`src/rtl/ab_pkg.sv`:
```
package ab_pkg;
    typedef enum logic [2:0] {
        ST_IDLE,
        ST_LOW,
        ST_CHECK,
        ST_FAIL,
        ST_ACK,
        ST_HOLD,
        ST_OPEN
    } ab_state_e;

    localparam int          DIV_W     = 16;
    localparam logic [7:0]  ACK_HEAD  = 8'hBF;
    localparam logic [7:0]  ACK_TAIL  = 8'h00;
    // expected samples after the first rising edge: bit6, bit7, stop
    localparam logic [2:0]  TAIL_BITS = 3'b101;
endpackage

```
`src/rtl/ab_sync.sv`:
```
module ab_sync #(
    parameter int STAGES = 2
) (
    input  logic clk,
    input  logic rst_n,
    input  logic d,
    output logic q
);
    logic [STAGES-1:0] pipe;

    always_ff @(posedge clk or negedge rst_n) begin
        if (!rst_n) pipe <= '1;
        else        pipe <= {pipe[STAGES-2:0], d};
    end

    assign q = pipe[STAGES-1];
endmodule

```
`src/rtl/ab_tx.sv`:
```
module ab_tx #(
    parameter int CNT_W = 16
) (
    input  logic             clk,
    input  logic             rst_n,
    input  logic             start,
    input  logic [7:0]       data,
    input  logic [CNT_W-1:0] period,
    output logic             tx,
    output logic             fin
);
    logic [9:0]       shreg;
    logic [3:0]       left;
    logic [CNT_W-1:0] tmr;
    logic             busy;

    always_ff @(posedge clk or negedge rst_n) begin
        if (!rst_n) begin
            shreg <= '1;
            left  <= '0;
            tmr   <= '0;
            busy  <= 1'b0;
        end else if (start && !busy) begin
            shreg <= {1'b1, data, 1'b0};
            left  <= 4'd10;
            tmr   <= period - 1'b1;
            busy  <= 1'b1;
        end else if (busy) begin
            if (tmr == '0) begin
                tmr   <= period - 1'b1;
                shreg <= {1'b1, shreg[9:1]};
                left  <= left - 4'd1;
                if (left == 4'd1) busy <= 1'b0;
            end else begin
                tmr <= tmr - 1'b1;
            end
        end
    end

    assign tx  = shreg[0];
    assign fin = busy && (tmr == '0) && (left == 4'd1);
endmodule

```
`src/rtl/autobaud_sync.sv`:
```
module autobaud_sync
    import ab_pkg::*;
#(
    parameter int CNT_W   = 16,
    parameter int MIN_BIT = 16,
    parameter int OS_LOG2 = 4
) (
    input  logic             clk,
    input  logic             rst_n,
    input  logic             rx_i,
    input  logic             arm_i,
    output logic             tx_o,
    output logic             rts_n_o,
    output logic [DIV_W-1:0] divisor_o,
    output logic             lock_o,
    output logic             err_o,
    output logic             done_o
);
    localparam logic [CNT_W-1:0] CNT_MAX   = '1;
    localparam logic [CNT_W-1:0] GLITCH_LT = CNT_W'(MIN_BIT / 2);
    localparam logic [CNT_W-1:0] SHORT_LT  = CNT_W'(7 * MIN_BIT);
    localparam logic [CNT_W:0]   DIV_HALF  = (CNT_W+1)'(1) << (OS_LOG2 - 1);

    ab_state_e        state, nxt;
    logic             rx_s;
    logic [CNT_W-1:0] cnt, period, tmr, per_calc;
    logic [CNT_W:0]   sum7, div_full;
    logic [1:0]       chk_idx, byte_idx;
    logic             need_send, tx_start, tx_fin;
    logic [7:0]       tx_byte;

    ab_sync #(.STAGES(2)) u_sync (.clk(clk), .rst_n(rst_n), .d(rx_i), .q(rx_s));

    // rounded bit period from seven low bit times
    assign sum7     = {1'b0, cnt} + (CNT_W+1)'(3);
    assign per_calc = CNT_W'(sum7 / (CNT_W+1)'(7));
    assign div_full = ({1'b0, period} + DIV_HALF) >> OS_LOG2;
    assign divisor_o = DIV_W'(div_full);

    always_comb begin
        unique case (byte_idx)
            2'd0: tx_byte = ACK_HEAD;
            2'd1: tx_byte = divisor_o[7:0];
            2'd2: tx_byte = divisor_o[15:8];
            2'd3: tx_byte = ACK_TAIL;
        endcase
    end

    assign tx_start = (state == ST_ACK) && need_send;

    ab_tx #(.CNT_W(CNT_W)) u_tx (
        .clk(clk), .rst_n(rst_n), .start(tx_start), .data(tx_byte),
        .period(period), .tx(tx_o), .fin(tx_fin)
    );

    // next-state decision
    always_comb begin
        nxt = state;
        unique case (state)
            ST_IDLE:  if (!rx_s) nxt = ST_LOW;
            ST_LOW: begin
                if (rx_s) begin
                    if (cnt < GLITCH_LT)     nxt = ST_IDLE;
                    else if (cnt < SHORT_LT) nxt = ST_FAIL;
                    else                     nxt = ST_CHECK;
                end else if (cnt == CNT_MAX) begin
                    nxt = ST_FAIL;
                end
            end
            ST_CHECK: begin
                if (tmr == '0) begin
                    if (rx_s != TAIL_BITS[chk_idx]) nxt = ST_FAIL;
                    else if (chk_idx == 2'd2)       nxt = ST_ACK;
                end
            end
            ST_FAIL:  nxt = ST_IDLE;
            ST_ACK:   if (tx_fin && byte_idx == 2'd3) nxt = ST_HOLD;
            ST_HOLD:  if (arm_i) nxt = ST_OPEN;
            ST_OPEN:  nxt = ST_OPEN;
            default:  nxt = ST_IDLE;
        endcase
    end

    // state register
    always_ff @(posedge clk or negedge rst_n) begin
        if (!rst_n) state <= ST_IDLE;
        else        state <= nxt;
    end

    // measurement, tail sampling and byte sequencing
    always_ff @(posedge clk or negedge rst_n) begin
        if (!rst_n) begin
            cnt       <= '0;
            period    <= '0;
            tmr       <= '0;
            chk_idx   <= '0;
            byte_idx  <= '0;
            need_send <= 1'b0;
        end else begin
            case (state)
                ST_IDLE: cnt <= CNT_W'(1);
                ST_LOW: begin
                    if (!rx_s && cnt != CNT_MAX) cnt <= cnt + 1'b1;
                    if (nxt == ST_CHECK) begin
                        period  <= per_calc;
                        tmr     <= per_calc >> 1;
                        chk_idx <= '0;
                    end
                end
                ST_CHECK: begin
                    if (tmr == '0) begin
                        tmr     <= period - 1'b1;
                        chk_idx <= chk_idx + 2'd1;
                    end else begin
                        tmr <= tmr - 1'b1;
                    end
                    if (nxt == ST_ACK) begin
                        byte_idx  <= '0;
                        need_send <= 1'b1;
                    end
                end
                ST_ACK: begin
                    if (need_send) need_send <= 1'b0;
                    if (tx_fin) begin
                        byte_idx  <= byte_idx + 2'd1;
                        need_send <= (byte_idx != 2'd3);
                    end
                end
                default: ;
            endcase
        end
    end

    // Moore outputs
    always_comb begin
        lock_o  = 1'b0;
        done_o  = 1'b0;
        err_o   = 1'b0;
        rts_n_o = 1'b1;
        unique case (state)
            ST_FAIL: err_o = 1'b1;
            ST_ACK:  lock_o = 1'b1;
            ST_HOLD: begin lock_o = 1'b1; done_o = 1'b1; end
            ST_OPEN: begin lock_o = 1'b1; done_o = 1'b1; rts_n_o = 1'b0; end
            default: ;
        endcase
    end
endmodule

```
`config.mk`:
```
export PLATFORM = sky130hd
export DESIGN_NAME = autobaud_sync
export DESIGN_NICKNAME = d
export VERILOG_FILES = /design/src/rtl/ab_pkg.sv /design/src/rtl/ab_sync.sv /design/src/rtl/ab_tx.sv /design/src/rtl/autobaud_sync.sv
export SDC_FILE = /design/constraint.sdc
export NUM_CORES = 1
export LEC_CHECK = 0
export BUFFER_PORTS_ARGS = -buffer_cell sky130_fd_sc_hd__buf_2
export CORE_ASPECT_RATIO = 1.75
export CORE_UTILIZATION = 55
export DETAILED_ROUTE_END_ITERATION = 8
export PLACE_DENSITY = 0.72
export SYNTH_ARGS = -nofsm -noshare
export SYNTH_HDL_FRONTEND = slang
export SYNTH_SLANG_ARGS = --single-unit
```
`constraint.sdc`:
```
create_clock -name clk -period 14.7 [get_ports clk]
set_input_delay 0.735 -clock clk [delete_from_list [all_inputs] [get_ports clk]]
set_output_delay 0.735 -clock clk [all_outputs]
set_load 0.1 [all_outputs]
```
==> reports/results.ini, run 1 <==
[status]
run_status = complete, no violations

[clock_network]
post-cts-setup-buffers = 0
cts_sinks = 87
insertion_delay_ns = 0.35
numCtsBuffers = 9
cts_tree = yes
clockRootBuffer = clkbuf_16
cts_max_level = 3
cts-resized-gates = 0
clk_pin_slew_ns = 0.07
cts-hold-fix-buffers = 0
cts_buffer_depth = 2

[setup_path]
worstSetupEndpointType = register
arrival_ns = 7.61
path_max_fanout = 12
cp_top_family = simple AND/OR/NAND/NOR gates
cp_num_cells = 24
reg2reg_from = cnt[0]$_DFFE_PN0P_
crit_chain = inv_1 -> ha_1 -> nand3b_1 -> nor4_4 -> xor2_1 -> a21oi_1 -> or3_1 -> a31o_1 -> maj3_2 -> mux2_4 -> mux2i_1 -> a211oi_1 -> and2_1 -> a2111oi_1 -> a31oi_1 -> and4_1 -> o22ai_1 -> o31ai_1 -> o311a_2 -> or2_1 -> and2_1 -> ha_1 -> mux2_2 -> o32a_1
crit-reg2reg-capture = period[0]$_DFFE_PN0P_
cp_num_buf_inv = 1
crit_path_start_kind = register
crit_slowest_cell = xor2_1
worstPathRequired_ns = 14.93
critical_path_class = register to register
ff2ff_path_depth = 24
cpPeakStageDelay_ns = 0.74
r2r_slack_ns = 7.32

[synth]
synth_top_area_cell = dfrtp_1
synth_xor_area_share_pct = 9.13
yosys_warnings = 0
ys_types = 84
netlist_instances = 888
ys_seq_area_share_pct = 31.0
synth_edf_count = 0
synth_common_cells = 111 x nand2_1, 89 x nor2_1, 76 x dfrtp_1
synth_mux_area_share_pct = 2.44
syn_area_per_cell_sq_um = 7.96
synth-compound-area-share_pct = 23.4
syn_area_sq_mm = 0.00707
async_flop_share_pct = 100
synth_fa_ha_area_share_pct = 3.17
synth_flop_cell = dfrtp_1
synth.ff_latch_count = 87
synth.area.top_cells = dfrtp_1 27%, nand2_1 5.9%, xnor2_1 4.8%
synth_top_area_share_pct = 26.9
synthSimpleGateAreaFrac_pct = 25.6
yosysMostFrequentCell = nand2_1
synth_top_family_by_area = simple AND/OR/NAND/NOR gates

[global_route]
grt_max_degree = 65
antenna_found_initial = 0
grt_use_total_pct = 30.0
gr-total-overflow = 0
grt_pass1_wl_um = 31800
grt_pass1_vias = 6619

[die]
die_h_um = 152
die_width_um = 87.7
start_util_pct = 56.6
rows = 54
dieArea_sq_mm = 0.0133
core_sq_mm = 0.0125
pin_count = 25

[sta]
setup_viol = 0
report.final.slew_viol_count = 0
post-route-min-period_ns = 7.38
finClkSkew_ns = 0.00983
rsz0062_at_grt = no
worstMarginPinSlew_ns = 1.20
timing.final.ws_setup_ns = 7.32
timing.final.crit_share_pct = 50.2
fin_setup_tns_ns = 0
slew_headroom_pct = 20.3
fmax_ghz = 0.135
finalHoldViolations = 0

[drt]
first_pass_iters = 5
drt_iter0_drc = 423
wl_met2_um = 10400
drt-met1-wl_um = 6990
routed_wl_um = 19000
top_layer_used = met4
wl_per_cell_um = 18.1
met3_length_um = 640
drc_errors = 0
post_drt_via_cell_ratio = 6.39
via_count = 6682
drtAntennaViolNets = 0

[power]
p_leak_nw = 3.06
power.total_mw = 0.506
power_density_mw_per_mm2 = 67.5
vdd_ir_drop_max_uv = 50.5

[finish]
insertedDiodeCount = 0
fin_nets = 894
area_growth_pct = 5.93
fill_cells = 1125
layout-drive-gt1-share_pct = 9.91

[placed_design]
io_buffers = 20
place_hpwl_um = 14600
globalplace.congestion = 0.929
pre_cts_ws_ns = 7.53

[job]
max_cap_viol_count = 0

[min_path]
hp-class = input pin to async pin

power breakdown:
group	switching (mW)	internal, mW
clock network	0.104	0.151
logic	0.00938	0.000762
registers	0.000352	0.240
total	0.114	0.392
kinds of logic after synthesis:
kind of cell	Yosys count
compound gates	247
xor+xnor	72
fa+ha+maj	18
buf+inv	79
flops	87
mux	15
other cells	1
simple gates	369
layer usage:
layer	up-vias	global-route usage, %
met5	-	0
met4	0	16.6
met3	70	4.29
met2	214	54.7
met1	3221	31.6
li1	3177	-
sequential cells by signal, indices dropped and copies added, names as in the netlist:
name / count
need_send: 1
u_tx.busy: 1
u_tx.tmr: 16
tmr: 16
byte_idx: 2
cnt: 16
chk_idx: 2
period: 15
u_tx.left: 4
u_sync.pipe: 2
state: 3
u_tx.shreg: 9
placed cells by master, fill, tap and decap left out, drive strengths merged, types with 14 or more instances in the layout:
cell / instances
nor4: 15
nor3: 39
nor2: 89
buf: 25
xor2: 33
nand2: 112
inv: 28
o211ai: 14
dfrtp: 76
xnor2: 39
o21ai: 71
a21oi: 56
ha: 17
nand3: 29
nand4: 16
stage by stage:
| step | cells | utilization (%) | hold WS [ns] | cell area, sq um |
|---|---|---|---|---|
| 2_1_floorplan | 891 | - | 0.345 | 7080 |
| 3_3_place_gp | 1030 | 57.3 | 0.346 | 7160 |
| 3_5_place_dp | 1030 | 57.3 | 0.349 | 7160 |
| 4_1_cts | 1046 | 59.9 | 0.272 | 7490 |
| 5_1_grt | 1046 | 59.9 | 0.284 | 7490 |
| 6_report | 1046 | 59.9 | 0.267 | 7490 |
worst reg2reg max path: stages, from the launching register on:
cell       delay [ns]
dfrtp_1          0.51
inv_1            0.12
ha_1             0.28
nand3b_1         0.28
nor4_4           0.37
xor2_1           0.74
a21oi_1          0.24
or3_1            0.35
a31o_1           0.24
maj3_2           0.32
mux2_4           0.32
mux2i_1          0.14
a211oi_1         0.44
and2_1           0.34
a2111oi_1        0.13
a31oi_1          0.15
and4_1           0.40
o22ai_1          0.14
o31ai_1          0.24
o311a_2          0.25
or2_1            0.26
and2_1           0.17
ha_1             0.14
mux2_2           0.33
o32a_1           0.35
layout make-up:
cell class                      instances  area [sq um]  share of cell area [%]
Timing Repair Buffer                   25           140                    1.87
Inverter                               25          93.8                    1.25
Clock buffer                            9           225                    3.01
Tap cell                              168           210                    2.81
Clock inverter                          7           104                    1.39
Sequential cell                        87          2190                    29.3
Multi-Input combinational cell        725          4530                    60.4
how the worst max path moves through the flow:
stage	startpoint	endpoint
floorplan	cnt[0]$_DFFE_PN0P_	period[0]$_DFFE_PN0P_
detailed placement	cnt[0]$_DFFE_PN0P_	period[0]$_DFFE_PN0P_
global placement	cnt[0]$_DFFE_PN0P_	period[0]$_DFFE_PN0P_
global route	cnt[0]$_DFFE_PN0P_	period[0]$_DFFE_PN0P_
CTS	cnt[0]$_DFFE_PN0P_	period[0]$_DFFE_PN0P_
finish	cnt[0]$_DFFE_PN0P_	period[0]$_DFFE_PN0P_
Note: power is estimated with default switching activity, not from simulation.
==> run 2, diff against run 1 <==
--- a/config.mk
+++ b/config.mk
@@ -9,7 +9,7 @@
 export CORE_ASPECT_RATIO = 1.75
 export CORE_UTILIZATION = 55
 export DETAILED_ROUTE_END_ITERATION = 8
-export PLACE_DENSITY = 0.72
+export PLACE_DENSITY = 0.75
 export SYNTH_ARGS = -nofsm -noshare
 export SYNTH_HDL_FRONTEND = slang
 export SYNTH_SLANG_ARGS = --single-unit
==> constraint.sdc (replaced) <==
create_clock -name clk -period 6.5 [get_ports clk]
set_input_delay 0.325 -clock clk [delete_from_list [all_inputs] [get_ports clk]]
set_output_delay 0.325 -clock clk [all_outputs]
set_load 0.1 [all_outputs]
==> run 2 against run 1 <==
Net effect:
- sequential power rose by 130%
- via count rose by 1.7%
- die area did not move
- register-to-register slack got worse by 7.0 ns
- first-iteration DRC count fell by 13%
- maximum frequency rose by 18%
- setup slack got worse by 7.0 ns
- count of clock-buffer cells in the layout rose by 1
- non-clock buffer count rose by 36
- final cell count rose by 3.5%
- utilization rose by 2.8 points
- power rose by 110%
- largest power group is now sequential cells
==> reports/results.ini, run 2 (synthesized netlist as in run 1, its figures left out) <==
[power]
power.total_mw = 1.07  ; +110%
p_leak_nw = 3.24  ; +6.1%
p_seq_share_pct = 50.9  ; +3.4 points
vdd_ir_drop_max_uv = 122  ; +140%
power_density_mw_per_mm2 = 136  ; +100%
comb_power_share_pct = 2.2  ; +0.2 points
switchingPower_mw = 0.252  ; +120%
sw_frac_of_total_pct = 23.6  ; +1.2 points
intPower_mw = 0.816  ; +110%
pwr-share-clk_pct = 46.9  ; -3.6 points

[sta]
finClkSkew_ns = 0.00930  ; -0.000532 ns
timing.final.crit_share_pct = 95.9  ; +46 points
report.final.slew_viol_count = 0  ; unchanged
worstMarginPinSlew_ns = 1.07  ; -0.125 ns
timing.final.ws_setup_ns = 0.268  ; -7.05 ns
slew_headroom_pct = 28.7  ; +8.3 points
fmax_ghz = 0.160  ; +18%
setup_viol = 0  ; unchanged
post-route-min-period_ns = 6.23  ; -1.15 ns
finalHoldViolations = 0  ; unchanged

[finish]
fill_cells = 1122  ; -0.27%
layout_commonest_cell = nand2_1
layout-drive-gt1-share_pct = 15.2  ; +5.3 points
area_growth_pct = 10.9
fin_nets = 931  ; +4.1%
mostFrequentLayoutCells = 110 x nand2_1, 89 x nor2_1, 75 x dfrtp_1
insertedDiodeCount = 0  ; unchanged
top_regs = cnt x16, tmr x16, u_tx.tmr x16

[clock_network]
cts_tree = yes
numCtsBuffers = 9  ; unchanged
clk_pin_slew_ns = 0.07  ; about the same
cts_sinks = 87  ; unchanged
insertion_delay_ns = 0.35  ; about the same
clockRootBuffer = clkbuf_16
cts_max_level = 3  ; unchanged
cts_buffer_depth = 2  ; unchanged

[global_route]
grt_max_degree = 61  ; -6.2%
gr-total-overflow = 0  ; unchanged
grt_pass1_vias = 6607  ; -0.18%
antenna_found_initial = 0  ; unchanged
grt_pass1_wl_um = 31200  ; -2.0%
grt_use_total_pct = 29.7  ; -0.22 points

[drt]
via_count = 6794  ; +1.7%
wl_per_cell_um = 18.0  ; -0.55%
post_drt_via_cell_ratio = 6.27  ; -1.8%
drt_iter0_drc = 369  ; -13%
first_pass_iters = 4  ; -1
drtAntennaViolNets = 0  ; unchanged
drc_errors = 0  ; unchanged
routed_wl_um = 19500  ; +3.0%

[setup_path]
path_max_fanout = 11  ; -1
arrival_ns = 6.47  ; -1.14 ns
worstSetupEndpointType = register
worstPathRequired_ns = 6.73  ; -8.20 ns
critical_path_class = register to register
crit_path_start_kind = register

[min_path]
hp-class = input pin to register

[status]
run_status = complete, no violations

[placed_design]
place_hpwl_um = 14800  ; +1.3%
io_buffers = 20  ; unchanged
pre_cts_ws_ns = 0.125  ; -7.41 ns
globalplace.congestion = 0.990  ; +6.6%

[die]
start_util_pct = 56.6  ; unchanged
die_width_um = 87.7  ; unchanged
rows = 54  ; unchanged
dieArea_sq_mm = 0.0133  ; unchanged
core_sq_mm = 0.0125  ; unchanged
pin_count = 25  ; unchanged
die_h_um = 152  ; unchanged

[job]
max_cap_viol_count = 0  ; unchanged

[run 2: changes by cell type in the layout (fill, tap and decap cells not counted), sizes merged]
| cell | before | now |
|---|---|---|
| a2bb2oi | 1 | 2 |
| buf | 25 | 60 |
| bufinv | 2 | 0 |
| clkbuf | 9 | 10 |
| clkinv | 0 | 3 |
| clkinvlp | 2 | 1 |
| dlygate4sd3 | 0 | 1 |
| inv | 28 | 27 |
[run 2: critical path, cell delays in order, from the launching register on]
cell	delay [ns]
dfrtp_2	0.43
inv_1	0.07
ha_1	0.20
nand3b_1	0.30
nor4_4	0.30
xor2_1	0.18
buf_4	0.19
nor2_1	0.08
or3_1	0.35
a31o_1	0.24
maj3_2	0.32
mux2_4	0.33
a21oi_2	0.28
o21a_2	0.25
a21oi_2	0.07
o31a_1	0.32
o311ai_1	0.20
and4_2	0.33
o22ai_1	0.11
o31ai_1	0.25
o311a_2	0.26
or2_1	0.12
and2_1	0.13
ha_1	0.15
mux2_2	0.33
o32a_1	0.34
[run 2: per-stage QoR]
stage	TNS [ns]	cells	hold WS (ns)	utilization [%]	instance area, sq um
6_report	0	1083	0.0713	62.7	7840
5_1_grt	-0.0708	1083	0.0672	62.7	7840
4_1_cts	0	1077	0.0659	61.4	7680
3_5_place_dp	0	1060	0.265	59.1	7390
3_3_place_gp	0	1060	0.265	59.1	7390
2_1_floorplan	0	891	0.0294	-	7080
[run 2: what timing repair did]
item	CTS	global route
resized for setup	0	21
hold endpoints to repair	18	0
buffers inserted	0	5
setup endpoints to repair	0	3
hold buffers	1	0
[run 2: final cells by class]
type | count | area [sq um] | area share [%]
repair buffers | 61 | 413 | 5.27
well taps | 168 | 210 | 2.68
multi-input cells | 726 | 4650 | 59.3
clock buffers | 10 | 239 | 3.05
flip-flops and latches | 87 | 2190 | 28.0
inverters | 25 | 93.8 | 1.20
clock inverters | 6 | 42.5 | 0.543
[run 2: metal layers]
metal | vias to the layer above | routed length [um] | global-route usage (%)
li1 | 3252 | - | -
met1 | 3242 | 6920 | 29.9
met2 | 204 | 10400 | 53.5
met3 | 96 | 605 | 3.20
met4 | 0 | 1620 | 23.0
met5 | - | 0 | 0
[run 2: path summary, 6_finish.rpt]
check                                         start                  endpoint  cells past startpoint  slack, ns
setup / recovery                 cnt[1]$_DFFE_PN0P_     period[0]$_DFFE_PN0P_                     25       0.27
min in group asynchronous                     rst_n   u_tx.tmr[2]$_DFFE_PN0P_                      2       0.43
hold reg to reg            u_sync.pipe[0]$_DFF_PN1_  u_sync.pipe[1]$_DFF_PN1_                      0       0.36
setup reg to reg                 cnt[1]$_DFFE_PN0P_     period[0]$_DFFE_PN0P_                     25       0.27
max in group asynchronous                     rst_n        cnt[1]$_DFFE_PN0P_                      3       4.91
hold / removal                                 rx_i  u_sync.pipe[0]$_DFF_PN1_                      1       0.07
[run 2: power groups by stage]
stage	clock, mW	combinational (mW)	sequential (mW)
2_1_floorplan	0	0.0128	0.553
3_3_place_gp	0	0.0237	0.553
3_5_place_dp	0	0.0240	0.553
4_1_cts	0.508	0.0244	0.543
5_1_grt	0.525	0.0262	0.543
6_report	0.501	0.0237	0.543
